[src/rtl/fmm_pkg.sv]
// Package: shared widths, constants and mode codes for the min/max reduction.
// Assumes binary32 lanes; the exponent and fraction widths stay parameters.
package fmm_pkg;
    localparam int EXP_W   = 8;
    localparam int MAN_W   = 23;
    localparam int ELEM_W  = 1 + EXP_W + MAN_W;
    localparam int LANES   = 4;
    localparam int VEC_W   = ELEM_W * LANES;

    // Mode codes carried on in_mode; code 3 behaves as standard mode.
    typedef enum logic [1:0] {
        MM_STANDARD  = 2'd0,
        MM_PROPAGATE = 2'd1,
        MM_SUPPRESS  = 2'd2,
        MM_STD_ALT   = 2'd3
    } fmm_mode_e;
endpackage

[src/rtl/fmm_node.sv]
// Module: fmm_node
// Two-operand floating-point min/max with a selectable NaN policy.
// Purely combinational. The clk/rst_n/chk_en pins only clock the embedded
// checks; chk_en says that the operands are live this cycle.
// Assumes IEEE-style encoding: sign, biased exponent, fraction MSB = quiet bit.
module fmm_node #(
    parameter int EW = fmm_pkg::EXP_W,
    parameter int MW = fmm_pkg::MAN_W
) (
    input  logic                clk,
    input  logic                rst_n,
    input  logic                chk_en,
    input  logic                op_max,
    input  logic [1:0]          mode,
    input  logic [EW+MW:0]      a,
    input  logic [EW+MW:0]      b,
    output logic [EW+MW:0]      res,
    output logic                invalid
);
    localparam int W = 1 + EW + MW;
    localparam logic [W-1:0] QNAN = {1'b0, {EW{1'b1}}, 1'b1, {(MW-1){1'b0}}};
    localparam logic [W-1:0] TOP  = {1'b1, {(W-1){1'b0}}};

    logic          a_nan, b_nan, a_snan, b_snan, a_gt;
    logic [W-1:0]  ka, kb, pick;

    // Classify operands and build order keys where -0 sorts below +0.
    always_comb begin
        a_nan  = (&a[W-2:MW]) && (|a[MW-1:0]);
        b_nan  = (&b[W-2:MW]) && (|b[MW-1:0]);
        a_snan = a_nan && !a[MW-1];
        b_snan = b_nan && !b[MW-1];
        ka     = a[W-1] ? ~a : (a | TOP);
        kb     = b[W-1] ? ~b : (b | TOP);
        a_gt   = ka > kb;
        pick   = (op_max == a_gt) ? a : b;
    end

    // Apply the NaN policy of the selected mode.
    always_comb begin
        invalid = a_snan || b_snan;
        case (mode)
            fmm_pkg::MM_PROPAGATE: begin
                res = (a_nan || b_nan) ? QNAN : pick;
            end
            fmm_pkg::MM_SUPPRESS: begin
                if (a_nan && b_nan) res = QNAN;
                else if (a_nan)     res = b;
                else if (b_nan)     res = a;
                else                res = pick;
            end
            default: begin
                if (a_snan || b_snan)    res = QNAN;
                else if (a_nan && b_nan) res = QNAN;
                else if (a_nan)          res = b;
                else if (b_nan)          res = a;
                else                     res = pick;
            end
        endcase
    end

    logic res_is_nan;
    assign res_is_nan = (&res[W-2:MW]) && (|res[MW-1:0]);

    // with two ordinary operands the node returns one of them unchanged.
    a_r1_pick_operand: assert property (@(posedge clk) disable iff (!rst_n)
        chk_en && !a_nan && !b_nan |-> (res == a) || (res == b));

    // propagate mode turns any NaN operand into the canonical NaN.
    a_r5_propagate: assert property (@(posedge clk) disable iff (!rst_n)
        chk_en && (mode == fmm_pkg::MM_PROPAGATE) && (a_nan || b_nan) |-> res == QNAN);

    // suppress mode gives NaN only when both operands are NaN.
    a_r6_suppress: assert property (@(posedge clk) disable iff (!rst_n)
        chk_en && (mode == fmm_pkg::MM_SUPPRESS) && res_is_nan |-> a_nan && b_nan);

    // any NaN leaving the node is the canonical pattern.
    a_r3_canonical: assert property (@(posedge clk) disable iff (!rst_n)
        chk_en && res_is_nan |-> res == QNAN);
endmodule

[src/rtl/fmm_pipe_reg.sv]
// Module: fmm_pipe_reg
// One valid/ready pipeline register. It loads when the stage is empty or
// when the downstream side consumes this cycle.
// Assumes upstream holds data stable while valid is high and ready is low.
module fmm_pipe_reg #(
    parameter int DW = 32
) (
    input  logic          clk,
    input  logic          rst_n,
    input  logic          up_valid,
    output logic          up_ready,
    input  logic [DW-1:0] up_data,
    output logic          dn_valid,
    input  logic          dn_ready,
    output logic [DW-1:0] dn_data
);
    logic          vld;
    logic [DW-1:0] data;

    // Stage can take data when empty or when its contents leave now.
    assign up_ready = !vld || dn_ready;
    assign dn_valid = vld;
    assign dn_data  = data;

    // Register the payload and its valid bit.
    always_ff @(posedge clk) begin
        if (!rst_n) begin
            vld  <= 1'b0;
            data <= '0;
        end else if (up_ready) begin
            vld <= up_valid;
            if (up_valid) data <= up_data;
        end
    end

    // a held stage keeps valid and data.
    a_r9_stage_hold: assert property (@(posedge clk) disable iff (!rst_n)
        vld && !dn_ready |=> vld && $stable(data));
endmodule

[src/rtl/fmm_reduce4.sv]
// Module: fmm_reduce4
// Four-lane min/max reduction: (lane0 op lane1) op (lane2 op lane3).
// Level one is registered in stage 1, level two in stage 2.
// Assumes in_vec/in_op/in_mode stay stable while in_valid is high and in_ready is low.
module fmm_reduce4 #(
    parameter int EW = fmm_pkg::EXP_W,
    parameter int MW = fmm_pkg::MAN_W
) (
    input  logic                      clk,
    input  logic                      rst_n,
    input  logic                      in_valid,
    output logic                      in_ready,
    input  logic [4*(1+EW+MW)-1:0]    in_vec,
    input  logic                      in_op,
    input  logic [1:0]                in_mode,
    output logic                      out_valid,
    input  logic                      out_ready,
    output logic [EW+MW:0]            out_result,
    output logic                      out_invalid
);
    localparam int W     = 1 + EW + MW;
    localparam int PAIRS = 2;
    localparam int S1_W  = 1 + 2 + 1 + PAIRS * W;
    localparam int S2_W  = 1 + W;

    logic [W-1:0]     l1_res [PAIRS];
    logic [PAIRS-1:0] l1_inv;
    logic             accept;

    assign accept = in_valid && in_ready;

    // Level one: one node per adjacent lane pair.
    for (genvar g = 0; g < PAIRS; g++) begin : g_lvl1
        fmm_node #(.EW(EW), .MW(MW)) u_node (
            .clk     (clk),
            .rst_n   (rst_n),
            .chk_en  (accept),
            .op_max  (in_op),
            .mode    (in_mode),
            .a       (in_vec[(2*g)*W +: W]),
            .b       (in_vec[(2*g+1)*W +: W]),
            .res     (l1_res[g]),
            .invalid (l1_inv[g])
        );
    end

    logic [S1_W-1:0] s1_d, s1_q;
    logic            s1_vld, s2_up_ready;

    // Pack op, mode, partial invalid and the two partial results.
    assign s1_d = {in_op, in_mode, |l1_inv, l1_res[1], l1_res[0]};

    fmm_pipe_reg #(.DW(S1_W)) u_stage1 (
        .clk      (clk),
        .rst_n    (rst_n),
        .up_valid (in_valid),
        .up_ready (in_ready),
        .up_data  (s1_d),
        .dn_valid (s1_vld),
        .dn_ready (s2_up_ready),
        .dn_data  (s1_q)
    );

    logic         s1_op, s1_inv, l2_inv;
    logic [1:0]   s1_mode;
    logic [W-1:0] s1_lo, s1_hi, l2_res;

    // Unpack the stage-1 payload.
    assign {s1_op, s1_mode, s1_inv, s1_hi, s1_lo} = s1_q;

    // Level two: combine the two partial results.
    fmm_node #(.EW(EW), .MW(MW)) u_lvl2 (
        .clk     (clk),
        .rst_n   (rst_n),
        .chk_en  (s1_vld && s2_up_ready),
        .op_max  (s1_op),
        .mode    (s1_mode),
        .a       (s1_lo),
        .b       (s1_hi),
        .res     (l2_res),
        .invalid (l2_inv)
    );

    logic [S2_W-1:0] s2_q;

    fmm_pipe_reg #(.DW(S2_W)) u_stage2 (
        .clk      (clk),
        .rst_n    (rst_n),
        .up_valid (s1_vld),
        .up_ready (s2_up_ready),
        .up_data  ({s1_inv | l2_inv, l2_res}),
        .dn_valid (out_valid),
        .dn_ready (out_ready),
        .dn_data  (s2_q)
    );

    // Drive the scalar result and the combined invalid flag.
    assign {out_invalid, out_result} = s2_q;

    // reset empties the output stage.
    a_r11_reset_empty: assert property (@(posedge clk)
        !rst_n |=> !out_valid);

    // an accepted vector occupies stage 1 on the next cycle.
    a_r8_fill: assert property (@(posedge clk) disable iff (!rst_n)
        accept |=> s1_vld);

    // a stalled output holds its result.
    a_r9_out_hold: assert property (@(posedge clk) disable iff (!rst_n)
        out_valid && !out_ready |=> out_valid && $stable(out_result) && $stable(out_invalid));

    // both stages full under back-pressure blocks the input.
    a_r10_full_block: assert property (@(posedge clk) disable iff (!rst_n)
        s1_vld && out_valid && !out_ready |-> !in_ready);
endmodule

[config.mk]
export PLATFORM = sky130hd
export DESIGN_NAME = fmm_reduce4
export DESIGN_NICKNAME = d
export VERILOG_FILES = /design/src/rtl/fmm_pkg.sv /design/src/rtl/fmm_node.sv /design/src/rtl/fmm_pipe_reg.sv /design/src/rtl/fmm_reduce4.sv
export SDC_FILE = /design/constraint.sdc
export NUM_CORES = 1
export LEC_CHECK = 0
export ABC_AREA = 1
export ABC_CLOCK_PERIOD_IN_PS = 8870
export BUFFER_PORTS_ARGS = -buffer_cell sky130_fd_sc_hd__buf_4
export CAP_MARGIN = 20
export CORE_MARGIN = 2
export CORE_UTILIZATION = 30
export DETAILED_ROUTE_END_ITERATION = 7
export GPL_TIMING_DRIVEN = 0
export HOLD_SLACK_MARGIN = 0.15
export PLACE_DENSITY_LB_ADDON = 0.1
export SLEW_MARGIN = 20
export SYNTH_ARGS = -nofsm -noshare
export SYNTH_HDL_FRONTEND = slang
export SYNTH_SLANG_ARGS = --single-unit
[constraint.sdc]
create_clock -name clk -period 8.87 [get_ports clk]
set_input_delay 0.887 -clock clk [delete_from_list [all_inputs] [get_ports clk]]
set_output_delay 0.887 -clock clk [all_outputs]
set_load 0.01 [all_outputs]
# After elaboration in Yosys (flattened, before gate mapping)
# Cells that the tools add are included.
# totals
elab_cells	94
output_inout_bits	35
regBits	103
# op_classes
n_eq_ne	7
mux	27
n_reduce_logical	46
bitwise	7
n_lt_le_gt_ge	3
# op_table
operator	n
$mux W32	24
$not A32 Y32	6
$pmux W32 S2	3
$reduce_or A23 Y1	6
$gt A32 B32 Y1	3
$reduce_and A8 Y1	6
$logic_and A1 B1 Y1	15
$logic_not A1 Y1	8
$logic_or A1 B1 Y1	8
$eq A2 B1 Y1 const B	2
$eq A2 B2 Y1 const B	2
$reduce_and A2 Y1	2
$eq A1 B1 Y1	3
$reduce_or A2 Y1	1
$or A1 B1 Y1	1

# Longest topological paths before layout
# Gate-level depths: netlist (run 1).
# depth
word_depth	10
depth_mapped	26
mapped_depth_nobuf	23

# By module
# From an unflattened synthesis (run 1), not the netlist that was laid out.
# hier_totals
cells_unflattened	2730
area_unflattened_um2	15529.9
# by_module_without_submodules
mod	n_inst	seq_area_each_um2	area_per_inst_um2	cells_per_inst
fmm_node (g_lvl1[0].u_node ...)	2	0.0	3612.2	684
fmm_node (u_lvl2)	1	0.0	3638.5	680
fmm_pipe_reg (u_stage1)	1	1381.3	3120.5	451
fmm_pipe_reg (u_stage2)	1	680.7	1508.9	221
fmm_reduce4	1	0.0	37.5	10

# Worst setup path after synthesis (run 1)
# OpenSTA, ideal clock, no wires.
# synth_timing
path_kind	input-to-reg
startpoint	in in_vec[127]
endpoint	reg u_stage1.data[45] (netlist: u_stage1.dn_data[45])
path_buffers	3
t_arrival_ns	3.461
setup_slack_ns	5.292
setup_ns	0.117
path_stages	22
path_cell_list	clkbuf_1 -> clkbuf_1 -> xnor2_1 -> ha_1 -> a21o_1 -> nor2_1 -> nand2_1 -> nand2_1 -> nand2_1 -> nand2_1 -> nand2_1 -> nand2_1 -> nand2_2 -> nand2_2 -> buf_2 -> nand2_1 -> nand3_1 -> nand2_1 -> nand3_1 -> nand2_1 -> a21oi_1 -> nor2_1
# synth_via
elab_chain_cells	10
word_cells_on_any_way	11
# synth_rtl
element	line_no	source
start: declaration	fmm_reduce4.sv:13	input logic [4*(1+EW+MW)-1:0] in_vec,
$not A32 Y32	fmm_node.sv:34	kb = b[W-1] ? ~b : (b | TOP);
$mux W32 (*)	fmm_node.sv:34	
$gt A32 B32 Y1 (*)	fmm_node.sv:35	a_gt = ka > kb;
$eq A1 B1 Y1 (*)	fmm_node.sv:36	pick = (op_max == a_gt) ? a : b;
$mux W32 (*)	fmm_node.sv:36	
$mux W32	fmm_node.sv:49, fmm_node.sv:56	
$mux W32	fmm_node.sv:55	else if (a_nan) res = b;
$mux W32	fmm_node.sv:54	else if (a_nan && b_nan) res = QNAN;
$mux W32	fmm_node.sv:53	if (a_snan || b_snan) res = QNAN;
$pmux W32 S2 (*)	fmm_node.sv:42	case (mode)
end signal: assignment	fmm_pipe_reg.sv:32	if (up_valid) data <= up_data;
end: declaration	fmm_pipe_reg.sv:18	logic [DW-1:0] data;
# Every way passes the cells marked *; elsewhere a longest branch is shown, timed or not.
# A chain may end at the register's enable or synchronous reset.

# Worst setup path in the final report (run 1)
# layout_timing
startpoint	in in_vec[63]
endpoint	reg u_stage1.data[14] (netlist: u_stage1.dn_data[14])
# The elaborated chain is that of the path after synthesis.

==> results of run 1 <==
==> power by group through the flow <==
stage	sequential (W)	clock [W]	combinational, W
2_1_floorplan	0.000552	0	0.000943
3_5_place_dp	0.000577	0	0.00130
3_3_place_gp	0.000577	0	0.00127
6_report	0.000567	0.000446	0.00131
5_1_grt	0.000571	0.000471	0.00148
4_1_cts	0.000566	0.000455	0.00130
==> critical path: stages <==
cell	delay (ns)
buf_4	0.09
clkbuf_1	0.28
buf_1	0.60
xnor2_1	0.13
ha_1	0.32
nand2_1	0.08
nor2_1	0.14
nand4_1	0.17
nor3b_2	0.28
nand4_1	0.25
nand2_1	0.16
nand2_1	0.07
nand2_2	0.13
buf_2	0.25
nand2_1	0.07
o21ai_0	0.16
nand2_1	0.16
nand3_1	0.11
nand2_1	0.07
nand2_1	0.07
a21oi_1	0.07
==> per-stage QoR <==
stage / std cells / hold slack [ns] / total power, W / util
after global placement: 3397 / 0.465 / 0.00185 / 0.346
final: 3413 / 0.475 / 0.00232 / 0.353
after CTS: 3413 / 0.479 / 0.00232 / 0.353
after floorplan: 2566 / 0.433 / 0.00149 / -
after global routing: 3413 / 0.493 / 0.00252 / 0.353
after detailed placement: 3397 / 0.467 / 0.00187 / 0.346
==> sequential cells by signal (all words and copies together), names as in the netlist <==
name	cells
u_stage2.dn_data	33
u_stage2.dn_valid	1
u_stage1.dn_valid	1
u_stage1.dn_data	68
==> routing by layer <==
layer  vias to the layer above  track usage  routed length, um
li1                       8754            -                  -
met1                      7990        0.292              26100
met2                       438        0.413              28700
met3                        71       0.0136               2240
met4                         0       0.0499               1080
met5                         -            0                  0
==> cells by family (layout without fill, tap and decap cells) <==
logic type,Yosys count,after routing,share of synthesized area
xor+xnor,186,186,0.110
simple gates,1269,1269,0.389
buf+inv,451,634,0.122
compound gates,457,457,0.157
flops,103,103,0.139
fa+ha+maj,100,100,0.0842
==> area by class of cell <==
cell class                 count  area [um^2]  area share
multi-input combinational   2012        11000       0.636
sequential                   103         2060       0.119
timing repair buffer         167         1250      0.0726
inverter                     292         1100      0.0634
tap                          664          831      0.0481
buffer                       159          721      0.0417
clock buffer                   9          225      0.0130
clock inverter                 7          103     0.00594
==> placed cells by master (no fill, tap or decap), drive strengths merged, types with 93 or more instances in the layout <==
cell type,instances
nand2,726
nand3,319
inv,293
o21ai,243
buf,231
a21oi,195
nor2,113
clkbuf,104
dfxtp,103
ha,100
xor2,93
xnor2,93
==> worst paths after layout <==
path,startpoint,end,slack [ns],cells after the start
worst max-delay path,in_vec[63],u_stage1.dn_data[14],4.57,21
worst min-delay path,u_stage2.dn_data[26],u_stage2.dn_data[26],0.48,2
worst max register to register,u_stage1.dn_data[31],u_stage2.dn_data[19],4.68,20
worst min register to register,u_stage2.dn_data[26],u_stage2.dn_data[26],0.48,2
==> reports/results.txt, run 1 <==
PwrDens = 134 mW/mm^2
Routed WL = 58100 um
P_sw = 0.00109 W
Synth Register Bits = 103
Top cell type's share of synthesized area = 0.168
Chip width = 227 um
Commonest cells post-synth = nand2_1, nand3_1, inv_1, o21ai_0, a21oi_1
Area added between synthesis and finish = 16.2%
Setup Fix Bufs, Post-CTS = 0
Worst setup EP type = flop
Max-slew violation count = 0
Fmax = 233 MHz
Initial core utilization = 0.304
Final hold vios = 0
First-pass GRT wire length = 92200 um
TritonCTS Sinks = 103
Tcrit/Tclk final = 0.485
EDFF count, synth = 0
Largest net degree at the start of global routing = 21
Inserted Clock Buffers = 9
DRT Pass-1 Iters = 6
GR Util All Layers = 0.227
CP arrival = 4.56 ns
Fillers = 5512
Clock root cell = clkbuf_16
Rows = 81
Final Worst Setup Slack = 4.57 ns
Critical Path Start Type = primary input
Ant. Diodes = 0
Min-delay worst type = reg -> reg
Clock power frac = 0.192
Worst-path clk slew = 0.08 ns
CP Class = in -> reg
Comb power frac = 0.563
Placed Area = 0.0169 mm^2
Overflow after GRT = 0
H-tree Lvls = 3
Dpl hpwl = 47800 um
Avg WL per Cell = 17.0 um
Clock buffer depth = 2
Num ports = 170
Unique masters post-synth = 39
Seq/Total Area, Yosys = 0.139
Via Count = 17.3k
Die area = 0.0513 mm^2
Register share of total power = 0.244
Synth Area per Inst = 5.79 um^2
Post-synth net total = 2801
Worst skew pair latency = 0.37 ns
CTS tree = built
Int Pwr = 0.00123 W
Drc violations = 0
Die height = 227 um
Async SR Flop Fraction = 0
TNS Setup = 0 ns
WP data required = 9.13 ns
Status = completed
Hold_buf cts = 0
Max Cap Viol = 0
Number of synthesis warnings = 0
Design area = 0.0173 mm^2
Vias per cell = 5.06
Post-Place Setup Slack = 4.13 ns
Buffers on Ports = 167
Leak = 8.55 nW
Number of DRC markers in iteration 0 = 1243
Synth area leaders = nand2_1, dfxtp_1, nand3_1
Main flop type after synthesis = dfxtp_1
Antenna viol nets, final = 0
Number of antenna violations at the first check in global routing = 0
Worst-Margin Slew = 0.941 ns
# setup viols final = 0
Dominant cell by count in the synthesized netlist = nand2_1
Mapped cell area = 0.0149 mm^2
Synth Instances = 2566
Clock Skew = 0.0122 ns
Post-layout min period = 4.30 ns
Max-slew headroom = 0.373
Worst-path fanout max = 10
Core box area = 0.0490 mm^2
Vias in the first global route = 17.2k
Max VDD drop = 0.0935 mV
Fin nets = 2979
Leading area contributor after synthesis = nand2_1
Share of cells above drive strength 1 = 0.115
RSZ-0062 raised after global routing = false
Sw frac = 0.470
CTS resizes = 0
Gp weighted congestion = 0.894
(Power assumes the default switching activity.)
==> inputs of run 2 (changes only) <==
--- a/config.mk
+++ b/config.mk
@@ -6,7 +6,7 @@
 export NUM_CORES = 1
 export LEC_CHECK = 0
 export ABC_AREA = 1
-export ABC_CLOCK_PERIOD_IN_PS = 8870
+export ABC_CLOCK_PERIOD_IN_PS = 4320
 export BUFFER_PORTS_ARGS = -buffer_cell sky130_fd_sc_hd__buf_4
 export CAP_MARGIN = 20
 export CORE_MARGIN = 2
==> constraint.sdc (replaced) <==
create_clock -name clk -period 4.32 [get_ports clk]
set_input_delay 0.432 -clock clk [delete_from_list [all_inputs] [get_ports clk]]
set_output_delay 0.432 -clock clk [all_outputs]
set_load 0.01 [all_outputs]
==> run 2 against run 1 <==
  * Worst setup slack worse by 4.2 ns
  * Final cell count unchanged
  * Routed wire length up 0.12%
  * Combinational power up 110%
  * Worst hold slack worse by 0.12 ns
  * Critical path depth down 1
  * Global-route usage unchanged
  * Critical endpoint is now u_stage2.dn_data[19]
  * Largest power group unchanged
==> reports/results.txt, run 2 (same netlist as run 1, synthesis figures left out) <==
Die height = 227 um (unchanged)
CP Class = reg -> reg
Die area = 0.0513 mm^2 (unchanged)
Vias in the first global route = 17.2k (+0.035%)
Clock buffer depth = 2 (unchanged)
WP data required = 4.57 ns (-4.56 ns)
# setup viols final = 0 (unchanged)
Routed WL = 58200 um (+0.12%)
Worst-path clk slew = 0.08 ns (about the same)
DRT Pass-1 Iters = 6 (unchanged)
First-pass GRT wire length = 92200 um (unchanged)
Worst setup EP type = flop
Ant. Diodes = 0 (unchanged)
Largest net degree at the start of global routing = 21 (unchanged)
Core box area = 0.0490 mm^2 (unchanged)
CP peak stage delay = 0.40 ns (-0.20 ns)
Initial core utilization = 0.304 (unchanged)
TritonCTS Sinks = 103 (unchanged)
Post-layout min period = 3.91 ns
Share of cells above drive strength 1 = 0.117 (+0.00218)
Gp weighted congestion = 0.894 (unchanged)
Multi-input gate area = 0.0110 mm^2 (unchanged)
Tcrit/Tclk final = 0.905
Family with the most delay on the worst path = simple AND/OR/NAND/NOR gates
Crit path top cell by count = nand2_1
Number of DRC markers in iteration 0 = 1228 (-1.2%)
Max-slew violation count = 0 (unchanged)
Worst-Margin Slew = 0.953 ns (+0.0122 ns)
Max Cap Viol = 0 (unchanged)
Fin nets = 2979 (unchanged)
Largest register FFs = 68 (unchanged)
Critical Path Start Type = flop
Via Count = 17.3k (+0.13%)
Buf/Inv on CP = 3 (-1)
GR Util All Layers = 0.227 (unchanged)
Max VDD drop = 0.193 mV (+110%)
Antenna viol nets, final = 0 (unchanged)
Overflow after GRT = 0 (unchanged)
PwrDens = 276 mW/mm^2 (+110%)
Buffers on Ports = 167 (unchanged)
RSZ-0062 raised after global routing = false
H-tree Lvls = 3 (unchanged)
Hold Slack = 0.351 ns (-0.124 ns)
Fillers = 5512 (unchanged)
Worst-path fanout max = 10 (unchanged)
Clock root cell = clkbuf_16
Num ports = 170 (unchanged)
Vias per cell = 5.06 (+0.13%)
Power Total = 0.00476 W (+110%)
CTS tree = built
Dpl hpwl = 47800 um (unchanged)
Avg WL per Cell = 17.0 um (+0.12%)
Fmax = 256 MHz
CP max-delay cell = clkbuf_2
Worst skew pair latency = 0.37 ns (about the same)
Hold_buf cts = 0 (unchanged)
Drc violations = 0 (unchanged)
TNS Setup = 0 ns (unchanged)
Area added between synthesis and finish = 16.3% (about the same)
Number of antenna violations at the first check in global routing = 0 (unchanged)
CP Cell Sequence = clkbuf_1 > clkbuf_2 > xnor2_1 > ha_1 > nand2_1 > nor2_2 > nand3b_1 > nor3b_2 > nand4_2 > nand2_2 > nand2_4 > nand2_4 > buf_12 > nand2_2 > nand3_2 > nand2_1 > nand3_1 > nand2_1 > a21oi_1 > nor2_1
Status = completed
FF/Latch Area = 0.00206 mm^2 (unchanged)
Rows = 81 (unchanged)
Clock Skew = 0.0122 ns (-0.0000128 ns)
Final hold vios = 0 (unchanged)
Design area = 0.0173 mm^2 (about the same)
Chip width = 227 um (unchanged)
Min-delay worst type = in -> reg
Max-slew headroom = 0.364 (-0.00812)
Most frequent cells in the layout = nand2_1, nand3_1, inv_1, o21ai_0, a21oi_1
Inserted Clock Buffers = 9 (unchanged)
Leak = 8.57 nW (+0.23%)
Placed Area = 0.0169 mm^2 (unchanged)
Commonest non-fill, non-tap cell in the layout = nand2_1
CP arrival = 4.16 ns (-0.40 ns)
run 2: area by class of cell:
class / count / share of cell area
Clock inverter: 7 / 0.00594
Inverter: 292 / 0.0634
Timing Repair Buffer: 167 / 0.0725
Sequential cell: 103 / 0.119
Tap cell: 664 / 0.0481
Buffer: 159 / 0.0421
Multi-Input combinational cell: 2012 / 0.636
Clock buffer: 9 / 0.0130
run 2: worst register-to-register path, delay by kind of cell (launching register included):
family / cells / cell delay [ns]
and+or+nand+nor: 14 / 1.77
AOI/OAI and AO/OA: 1 / 0.30
xor gates and xnor gates: 1 / 0.12
adders and majority gates: 1 / 0.31
DFF: 1 / 0.35
buffers and inverters: 3 / 0.94
run 2: what timing repair did:
item	in CTS	in global routing
hold endpoints to repair	0	0
setup buffers	0	0
setup endpoints to repair	0	4
gates resized for setup	0	8
run 2: per-layer routing:
layer  vias to the layer above  share of wire  GRT usage
li1                       8755              -          -
met3                        69          0.036     0.0136
met2                       403           0.49      0.413
met5                         -              0          0
met1                      8049           0.45      0.292
met4                         0          0.018     0.0497
run 2: report_power, final:
part / total, W / switching (W) / internal [W]
sequential: 0.00116 / 0.000127 / 0.00104
combinational: 0.00269 / 0.00167 / 0.00102
clock: 0.000915 / 0.000444 / 0.000471
total: 0.00476 / 0.00224 / 0.00252
run 2: worst paths after layout:
kind	slack (ns)	cells after the start	endpoint	startpoint
hold reg to reg	0.48	2	u_stage2.dn_data[26]	u_stage2.dn_data[26]
setup reg to reg	0.41	20	u_stage2.dn_data[19]	u_stage1.dn_data[63]
setup / recovery	0.41	20	u_stage2.dn_data[19]	u_stage1.dn_data[63]
hold / removal	0.35	4	u_stage2.dn_valid	out_ready
run 2: per-stage QoR:
| stage | utilization | setup WS (ns) | cells |
|---|---|---|---|
| 2_1_floorplan | - | 1.20 | 2566 |
| 6_report | 0.353 | 0.412 | 3413 |
| 4_1_cts | 0.353 | 0.161 | 3413 |
| 3_3_place_gp | 0.346 | 0.0949 | 3397 |
| 5_1_grt | 0.353 | 0.141 | 3413 |
| 3_5_place_dp | 0.346 | 0.0348 | 3397 |
